### config.mk
export PLATFORM = sky130hd
export DESIGN_NAME = spi_slave_dbuf
export DESIGN_NICKNAME = d
export VERILOG_FILES = /design/src/rtl/spi_slave_dbuf_pkg.sv /design/src/rtl/spi_sync.sv /design/src/rtl/spi_shift_core.sv /design/src/rtl/spi_host_regs.sv /design/src/rtl/spi_slave_dbuf.sv
export SDC_FILE = /design/constraint.sdc
export NUM_CORES = 1
export LEC_CHECK = 0
export ABC_AREA = 1
export BUFFER_PORTS_ARGS = -buffer_cell sky130_fd_sc_hd__buf_4
export CORE_MARGIN = 2
export CORE_UTILIZATION = 40
export CTS_CLUSTER_DIAMETER = 100
export DETAILED_ROUTE_END_ITERATION = 16
export HOLD_SLACK_MARGIN = 0.02
export PLACE_DENSITY_LB_ADDON = 0.12
export SKIP_CTS_REPAIR_TIMING = 1
export SYNTH_ARGS = -nofsm -noshare
export SYNTH_HDL_FRONTEND = slang
export SYNTH_HIERARCHICAL = 1
export SYNTH_SLANG_ARGS = --single-unit
### constraint.sdc
create_clock -name clk_i -period 5.3 [get_ports clk_i]
set_clock_uncertainty 0.2 [all_clocks]
set_input_delay 0.265 -clock clk_i [delete_from_list [all_inputs] [get_ports clk_i]]
set_output_delay 0.265 -clock clk_i [all_outputs]
set_load 0.05 [all_outputs]
### src/rtl/spi_slave_dbuf_pkg.sv
package spi_slave_dbuf_pkg;
  localparam int unsigned ADDR_W = 2;
  localparam int unsigned STAT_W = 7;
  localparam int unsigned CTRL_W = 8;

  typedef enum logic [ADDR_W-1:0] {
    REG_DATA = 2'd0,
    REG_STAT = 2'd1,
    REG_CTRL = 2'd2
  } reg_addr_e;

  localparam int unsigned CTRL_IE_TX  = 0;
  localparam int unsigned CTRL_IE_RX  = 1;
  localparam int unsigned CTRL_IE_OVR = 2;
  localparam int unsigned CTRL_LSB    = 3;

  localparam int unsigned STAT_TXE = 0;
  localparam int unsigned STAT_RXF = 1;
  localparam int unsigned STAT_OVR = 2;
  localparam int unsigned STAT_SEL = 3;
endpackage

### src/rtl/spi_sync.sv
module spi_sync #(
  parameter int unsigned W      = 3,
  parameter int unsigned STAGES = 2,
  parameter logic [W-1:0] RST_VAL = '0
) (
  input  logic         clk_i,
  input  logic         rst_ni,
  input  logic [W-1:0] d_i,
  output logic [W-1:0] q_o
);
  logic [W-1:0] stg [STAGES];

  for (genvar g = 0; g < STAGES; g++) begin : g_stage
    if (g == 0) begin : g_first
      always_ff @(posedge clk_i or negedge rst_ni) begin
        if (!rst_ni) stg[g] <= RST_VAL;
        else         stg[g] <= d_i;
      end
    end else begin : g_next
      always_ff @(posedge clk_i or negedge rst_ni) begin
        if (!rst_ni) stg[g] <= RST_VAL;
        else         stg[g] <= stg[g-1];
      end
    end
  end

  assign q_o = stg[STAGES-1];
endmodule

### src/rtl/spi_shift_core.sv
module spi_shift_core #(
  parameter int unsigned DATA_W = 8
) (
  input  logic              clk_i,
  input  logic              rst_ni,
  input  logic              sclk_i,
  input  logic              mosi_i,
  input  logic              cs_ni,
  input  logic              lsb_first_i,
  input  logic [DATA_W-1:0] tx_byte_i,
  input  logic              tx_valid_i,
  output logic              load_o,
  output logic              rx_done_o,
  output logic [DATA_W-1:0] rx_byte_o,
  output logic              miso_o,
  output logic              miso_oe_o,
  output logic              active_o
);
  localparam int unsigned CNT_W = $clog2(DATA_W);
  localparam logic [CNT_W-1:0] LAST = CNT_W'(DATA_W - 1);

  logic              sclk_q, cs_q;
  logic [DATA_W-1:0] sh_q, sh_next, fill;
  logic [CNT_W-1:0]  cnt_q;
  logic              sel_fall, rise;

  assign active_o = ~cs_ni;
  assign sel_fall = cs_q & ~cs_ni;
  assign rise     = active_o & sclk_i & ~sclk_q;
  assign rx_done_o = rise & (cnt_q == LAST);
  assign load_o   = sel_fall | rx_done_o;
  assign fill     = tx_valid_i ? tx_byte_i : '1;
  assign sh_next  = lsb_first_i ? {mosi_i, sh_q[DATA_W-1:1]}
                                : {sh_q[DATA_W-2:0], mosi_i};
  assign rx_byte_o = sh_next;

  always_ff @(posedge clk_i or negedge rst_ni) begin
    if (!rst_ni) begin
      sclk_q <= 1'b0;
      cs_q   <= 1'b1;
      cnt_q  <= '0;
      sh_q   <= '1;
    end else begin
      sclk_q <= sclk_i;
      cs_q   <= cs_ni;
      if (!active_o) begin
        cnt_q <= '0;
      end else if (sel_fall) begin
        sh_q  <= fill;
        cnt_q <= '0;
      end else if (rise) begin
        cnt_q <= rx_done_o ? '0 : cnt_q + 1'b1;
        sh_q  <= rx_done_o ? fill : sh_next;
      end
    end
  end

  // current bit sits at the outgoing end of the shifter
  assign miso_oe_o = active_o;
  assign miso_o    = active_o & (lsb_first_i ? sh_q[0] : sh_q[DATA_W-1]);
endmodule

### src/rtl/spi_host_regs.sv
module spi_host_regs
  import spi_slave_dbuf_pkg::*;
#(
  parameter int unsigned DATA_W = 8
) (
  input  logic              clk_i,
  input  logic              rst_ni,
  input  logic [ADDR_W-1:0] addr_i,
  input  logic              wr_en_i,
  input  logic [DATA_W-1:0] wr_data_i,
  input  logic              rd_en_i,
  output logic [DATA_W-1:0] rd_data_o,
  input  logic              load_i,
  input  logic              rx_done_i,
  input  logic [DATA_W-1:0] rx_byte_i,
  input  logic              active_i,
  output logic [DATA_W-1:0] tx_byte_o,
  output logic              tx_empty_o,
  output logic              rx_full_o,
  output logic              overrun_o,
  output logic              lsb_first_o,
  output logic              irq_o
);
  logic [DATA_W-1:0] tx_hold_q, rx_hold_q;
  logic [CTRL_W-1:0] ctrl_q;
  logic              tx_empty_q, rx_full_q, ovr_q;
  logic              wr_data, rd_data, wr_stat, wr_ctrl, ovr_set;
  logic [STAT_W-1:0] stat;

  assign wr_data = wr_en_i & (addr_i == REG_DATA);
  assign wr_stat = wr_en_i & (addr_i == REG_STAT);
  assign wr_ctrl = wr_en_i & (addr_i == REG_CTRL);
  assign rd_data = rd_en_i & (addr_i == REG_DATA);
  assign ovr_set = rx_done_i & rx_full_q & ~rd_data;

  always_ff @(posedge clk_i or negedge rst_ni) begin
    if (!rst_ni) begin
      tx_hold_q  <= '0;
      rx_hold_q  <= '0;
      ctrl_q     <= '0;
      tx_empty_q <= 1'b1;
      rx_full_q  <= 1'b0;
      ovr_q      <= 1'b0;
    end else begin
      if (wr_data) tx_hold_q <= wr_data_i;
      // host write wins over a same-cycle load
      if (wr_data)     tx_empty_q <= 1'b0;
      else if (load_i) tx_empty_q <= 1'b1;

      if (rx_done_i) begin
        rx_hold_q <= rx_byte_i;
        rx_full_q <= 1'b1;
      end else if (rd_data) begin
        rx_full_q <= 1'b0;
      end

      if (ovr_set)                           ovr_q <= 1'b1;
      else if (wr_stat && wr_data_i[STAT_OVR]) ovr_q <= 1'b0;

      if (wr_ctrl) ctrl_q <= wr_data_i[CTRL_W-1:0];
    end
  end

  assign stat = {3'b000, active_i, ovr_q, rx_full_q, tx_empty_q};

  always_comb begin
    unique case (addr_i)
      REG_DATA: rd_data_o = rx_hold_q;
      REG_STAT: rd_data_o = DATA_W'(stat);
      REG_CTRL: rd_data_o = DATA_W'(ctrl_q);
      default:  rd_data_o = '0;
    endcase
  end

  assign tx_byte_o   = tx_hold_q;
  assign tx_empty_o  = tx_empty_q;
  assign rx_full_o   = rx_full_q;
  assign overrun_o   = ovr_q;
  assign lsb_first_o = ctrl_q[CTRL_LSB];
  assign irq_o = (tx_empty_q & ctrl_q[CTRL_IE_TX]) |
                 (rx_full_q  & ctrl_q[CTRL_IE_RX]) |
                 (ovr_q      & ctrl_q[CTRL_IE_OVR]);
endmodule

### src/rtl/spi_slave_dbuf.sv
module spi_slave_dbuf
  import spi_slave_dbuf_pkg::*;
#(
  parameter int unsigned DATA_W      = 8,
  parameter int unsigned SYNC_STAGES = 2
) (
  input  logic              clk_i,
  input  logic              rst_ni,
  input  logic              sclk_i,
  input  logic              mosi_i,
  input  logic              cs_ni,
  output logic              miso_o,
  output logic              miso_oe_o,
  input  logic [ADDR_W-1:0] addr_i,
  input  logic              wr_en_i,
  input  logic [DATA_W-1:0] wr_data_i,
  input  logic              rd_en_i,
  output logic [DATA_W-1:0] rd_data_o,
  output logic              irq_o
);
  logic [2:0]        pins_s;
  logic              load, rx_done, active, lsb_first;
  logic              tx_empty, rx_full, overrun;
  logic [DATA_W-1:0] rx_byte, tx_byte;

  spi_sync #(
    .W(3), .STAGES(SYNC_STAGES), .RST_VAL(3'b100)
  ) u_sync (
    .clk_i (clk_i),
    .rst_ni(rst_ni),
    .d_i   ({cs_ni, mosi_i, sclk_i}),
    .q_o   (pins_s)
  );

  spi_shift_core #(.DATA_W(DATA_W)) u_core (
    .clk_i      (clk_i),
    .rst_ni     (rst_ni),
    .sclk_i     (pins_s[0]),
    .mosi_i     (pins_s[1]),
    .cs_ni      (pins_s[2]),
    .lsb_first_i(lsb_first),
    .tx_byte_i  (tx_byte),
    .tx_valid_i (~tx_empty),
    .load_o     (load),
    .rx_done_o  (rx_done),
    .rx_byte_o  (rx_byte),
    .miso_o     (miso_o),
    .miso_oe_o  (miso_oe_o),
    .active_o   (active)
  );

  spi_host_regs #(.DATA_W(DATA_W)) u_regs (
    .clk_i      (clk_i),
    .rst_ni     (rst_ni),
    .addr_i     (addr_i),
    .wr_en_i    (wr_en_i),
    .wr_data_i  (wr_data_i),
    .rd_en_i    (rd_en_i),
    .rd_data_o  (rd_data_o),
    .load_i     (load),
    .rx_done_i  (rx_done),
    .rx_byte_i  (rx_byte),
    .active_i   (active),
    .tx_byte_o  (tx_byte),
    .tx_empty_o (tx_empty),
    .rx_full_o  (rx_full),
    .overrun_o  (overrun),
    .lsb_first_o(lsb_first),
    .irq_o      (irq_o)
  );
endmodule

==> results.toml <==
[floorplanning]
design.die.area_um2 = 6350
dieWidth_um = 79.7
initial_core_utilization = 0.416
number_of_placement_rows = 27
chipHeight_um = 79.7
placeableCoreArea_um2 = 5510
floorplan.io_pins = 28

[worst_setup_path]
timing.reg2reg.setup_slack_ps = 3370
critical_path.slowest_cell = "dfrtp_1"
worst_setup_path_end_kind = "output pin"
cells_along_the_critical_path = "nor2_1, a21oi_1, nor2_1, buf_4"
critPathMaxStageDelay_ps = 730
cp.arrival_ps = 1520
cp_common_cell = "nor2_1"
rr_worst_depth = 7
required_ps = 4840
critical_path.max_fanout = 20
timing_worst_setup_path_type = "register to output pin"
r2r-end = "u_regs/rx_hold_q[2]"
cp-start-kind = "register"
crit-reg2reg-launch = "u_core/cnt_q[0]"

[timing]
final.min_clock_period_ps = 1980
hold_violations = 0
final.setup.tns_ps = 0
crit_share_post_route = 0.374
final-setup-viol-count = 0
timing.slew.headroom = 0.598
rsz0062_at_grt = "no"
worstMarginPinSlew_ps = 603
slew_violations = 0
clock.fmax_ghz = 0.505

[grt]
first_global_vias = 1802
globalRouteOverflowTotal = 0
antenna_found_initial = 0
grt.total_usage = 0.172
grt_pass1_wl_mm = 8.42
largest_net_degree_at_the_start_of_global_routing = 47

[run_status]
result_of_the_run = "finished clean"

[synthesis]
post_synth.cell_area_avg_um2 = 7.84
synth_enable_flop_cells = 0
yosys-top-cells-area = "dfrtp_1 (37%), nand2_1 (21%), dfstp_2 (14%)"
syn_area_um2 = 2290
synthTopCellsByCount = "nand2_1 (131), nand3_1 (39), dfrtp_1 (34)"
yosys_most_used_dff = "dfrtp_1"
sequential_to_total_area_share_from_yosys_stat = 0.509
yosysWarnings = 6
synth_nets = 311
synth.distinct_cells = 25
synth_top_area_cell = "dfrtp_1"
syn-instance-count = 292
synthMostInstantiatedCell = "nand2_1"
synthArstFlopShare = 1.00
synth_top_area_share = 0.372
flop_and_latch_count_out_of_synthesis = 46

[drt]
via_to_cell_ratio = 4.65
drt_drc_violations_left = 0
drt_first_iter_violations = 117
first_pass_iters = 4
avgRoutedWirePerCell_um = 12.7
route.vias.total = 1823
drt_wl_total_mm = 4.97
drt.antenna.violating_nets = 0

[clocking]
cts.sinks = 46
clock_pin_slew_reported_for_the_worst_setup_and_hold_paths_after_clock_tree_synthesis_ps = 90
clkLatencyLatePin_ps = 300
root_buffer = "clkbuf_8"
cts_tree = "built"
clock_tree.htree_level_count = 2
ctsLongestPathBuffers = 2
numCtsBuffers = 5

[cells_and_area]
final_cells = 392
n_fill_cell = 570
regArea_um2 = 1170
final_area_um2 = 2640
inserted_diodes = 0
drive_gt1_frac = 0.181
multi_input_comb_area_um2 = 911
layout-area-overhead-vs-synth_pct = 15.1
design.final.nets = 338
layout.core_utilization = 0.479

[pwr]
worst_ir_drop_vdd_mv = 0.162
power.net_switching_w = 0.000259
power.combinational.fraction = 0.201
cell_internal_power_w = 0.000604
sw_ratio = 0.300
share_clk_of_total_power = 0.295
leakagePower_nw = 1.45
p_per_area_nw_per_um2 = 327
seq_power_share = 0.503

[placement]
placed_cells_incl_taps = 380
place_hpwl_mm = 3.56
placement.cell_area_um2 = 2490
finalWeightedCongestion = 0.874
port_buf_inserts = 27

[job]
max_cap_viol_count = 0

[min_path]
timing.hold.worst_endpoint = "u_regs/ctrl_q[7]"
cells_on_worst_hold_path = 3
hp-start = "wr_data_i[7]"
timing.hold.worst.class = "primary input to register"
[worst max-delay path: cells and delay by family (launching register included)]
kind | cells | cell delay, ps
flops | 1 | 730
buf+inv | 1 | 180
simple gates | 2 | 160
compound gates | 1 | 140
[layout by cell type (no fill, tap or decap)]
master	n
nand2_1	131
nand3_1	39
dfrtp_1	34
buf_4	27
inv_1	25
nor2_1	12
dfstp_2	12
o21ai_1	7
clkbuf_8	5
dlygate4sd3_1	4
inv_2	4
nand2_2	3
clkbuf_1	2
o21ai_0	2
ha_1	2
bufinv_16	1
nand4_4	1
a21oi_1	1
nand2_4	1
inv_4	1
nand3b_1	1
nor2_8	1
nor2_2	1
nor2_4	1
clkinv_1	1
o21a_1	1
[sequential cells by signal, indices dropped and copies added, names as in the netlist]
signal	cells
u_core/cnt_q	3
u_core/sh_q	8
u_regs/tx_byte_o	8
u_core/cs_q	1
u_regs/overrun_o	1
u_core/sclk_q	1
u_regs/ctrl_q	8
u_sync/stg	3
u_regs/rx_hold_q	8
u_regs/tx_empty_o	1
u_sync/q_o	3
u_regs/rx_full_o	1
[per-layer routing]
layer | share of wire | vias to the layer above | track usage
met3 | 0.036 | 4 | 0.0339
met4 | 0.012 | 0 | 0.0569
met1 | 0.49 | 851 | 0.233
li1 | - | 944 | -
met5 | 0 | - | 0
met2 | 0.47 | 24 | 0.275
[cell families after synthesis]
group           count (synthesis)  synth area share
compound gates                 11            0.0251
flops                          46             0.509
fa+ha+maj                       2            0.0109
buf+inv                        42            0.0929
simple gates                  191             0.362
[worst max-delay path by stage]
stage,cells past startpoint,endpoint,slack [ps],start
CTS,4,miso_o,3300,u_regs/ctrl_q[3]
detailed placement,7,u_regs/rx_hold_q[2],3360,u_core/cnt_q[0]
global placement,7,u_regs/rx_hold_q[3],3440,u_core/cnt_q[0]
floorplan,5,miso_o,3420,u_regs/ctrl_q[3]
finish,4,miso_o,3320,u_regs/ctrl_q[3]
global route,7,u_regs/rx_hold_q[3],3090,u_core/cnt_q[0]
[through the flow]
| step | setup WS (ps) | power (W) | hold slack [ps] |
|---|---|---|---|
| 2_1_floorplan | 3420 | 0.000561 | -231 |
| 3_3_place_gp | 3440 | 0.000611 | 114 |
| 3_5_place_dp | 3360 | 0.000613 | 111 |
| 4_1_cts | 3300 | 0.000871 | -216 |
| 5_1_grt | 3090 | 0.000919 | 32.3 |
| 6_report | 3320 | 0.000863 | 4.90 |
[power by group through the flow]
stage	Clock, W	Sequential, W	Combinational (W)
finish	0.000255	0.000434	0.000174
global route	0.000279	0.000441	0.000199
CTS	0.000264	0.000434	0.000173
detailed placement	0	0.000441	0.000172
global placement	0	0.000440	0.000171
floorplan	0	0.000427	0.000134
[area by class of cell]
type | instances | share of cell area
inverter | 31 | 0.0451
clock inverter | 1 | 0.0114
timing repair buffer | 31 | 0.0921
sequential | 46 | 0.443
multi-input combinational | 204 | 0.346
tap | 72 | 0.0342
clock buffer | 7 | 0.0290
(Power assumes the default switching activity.)
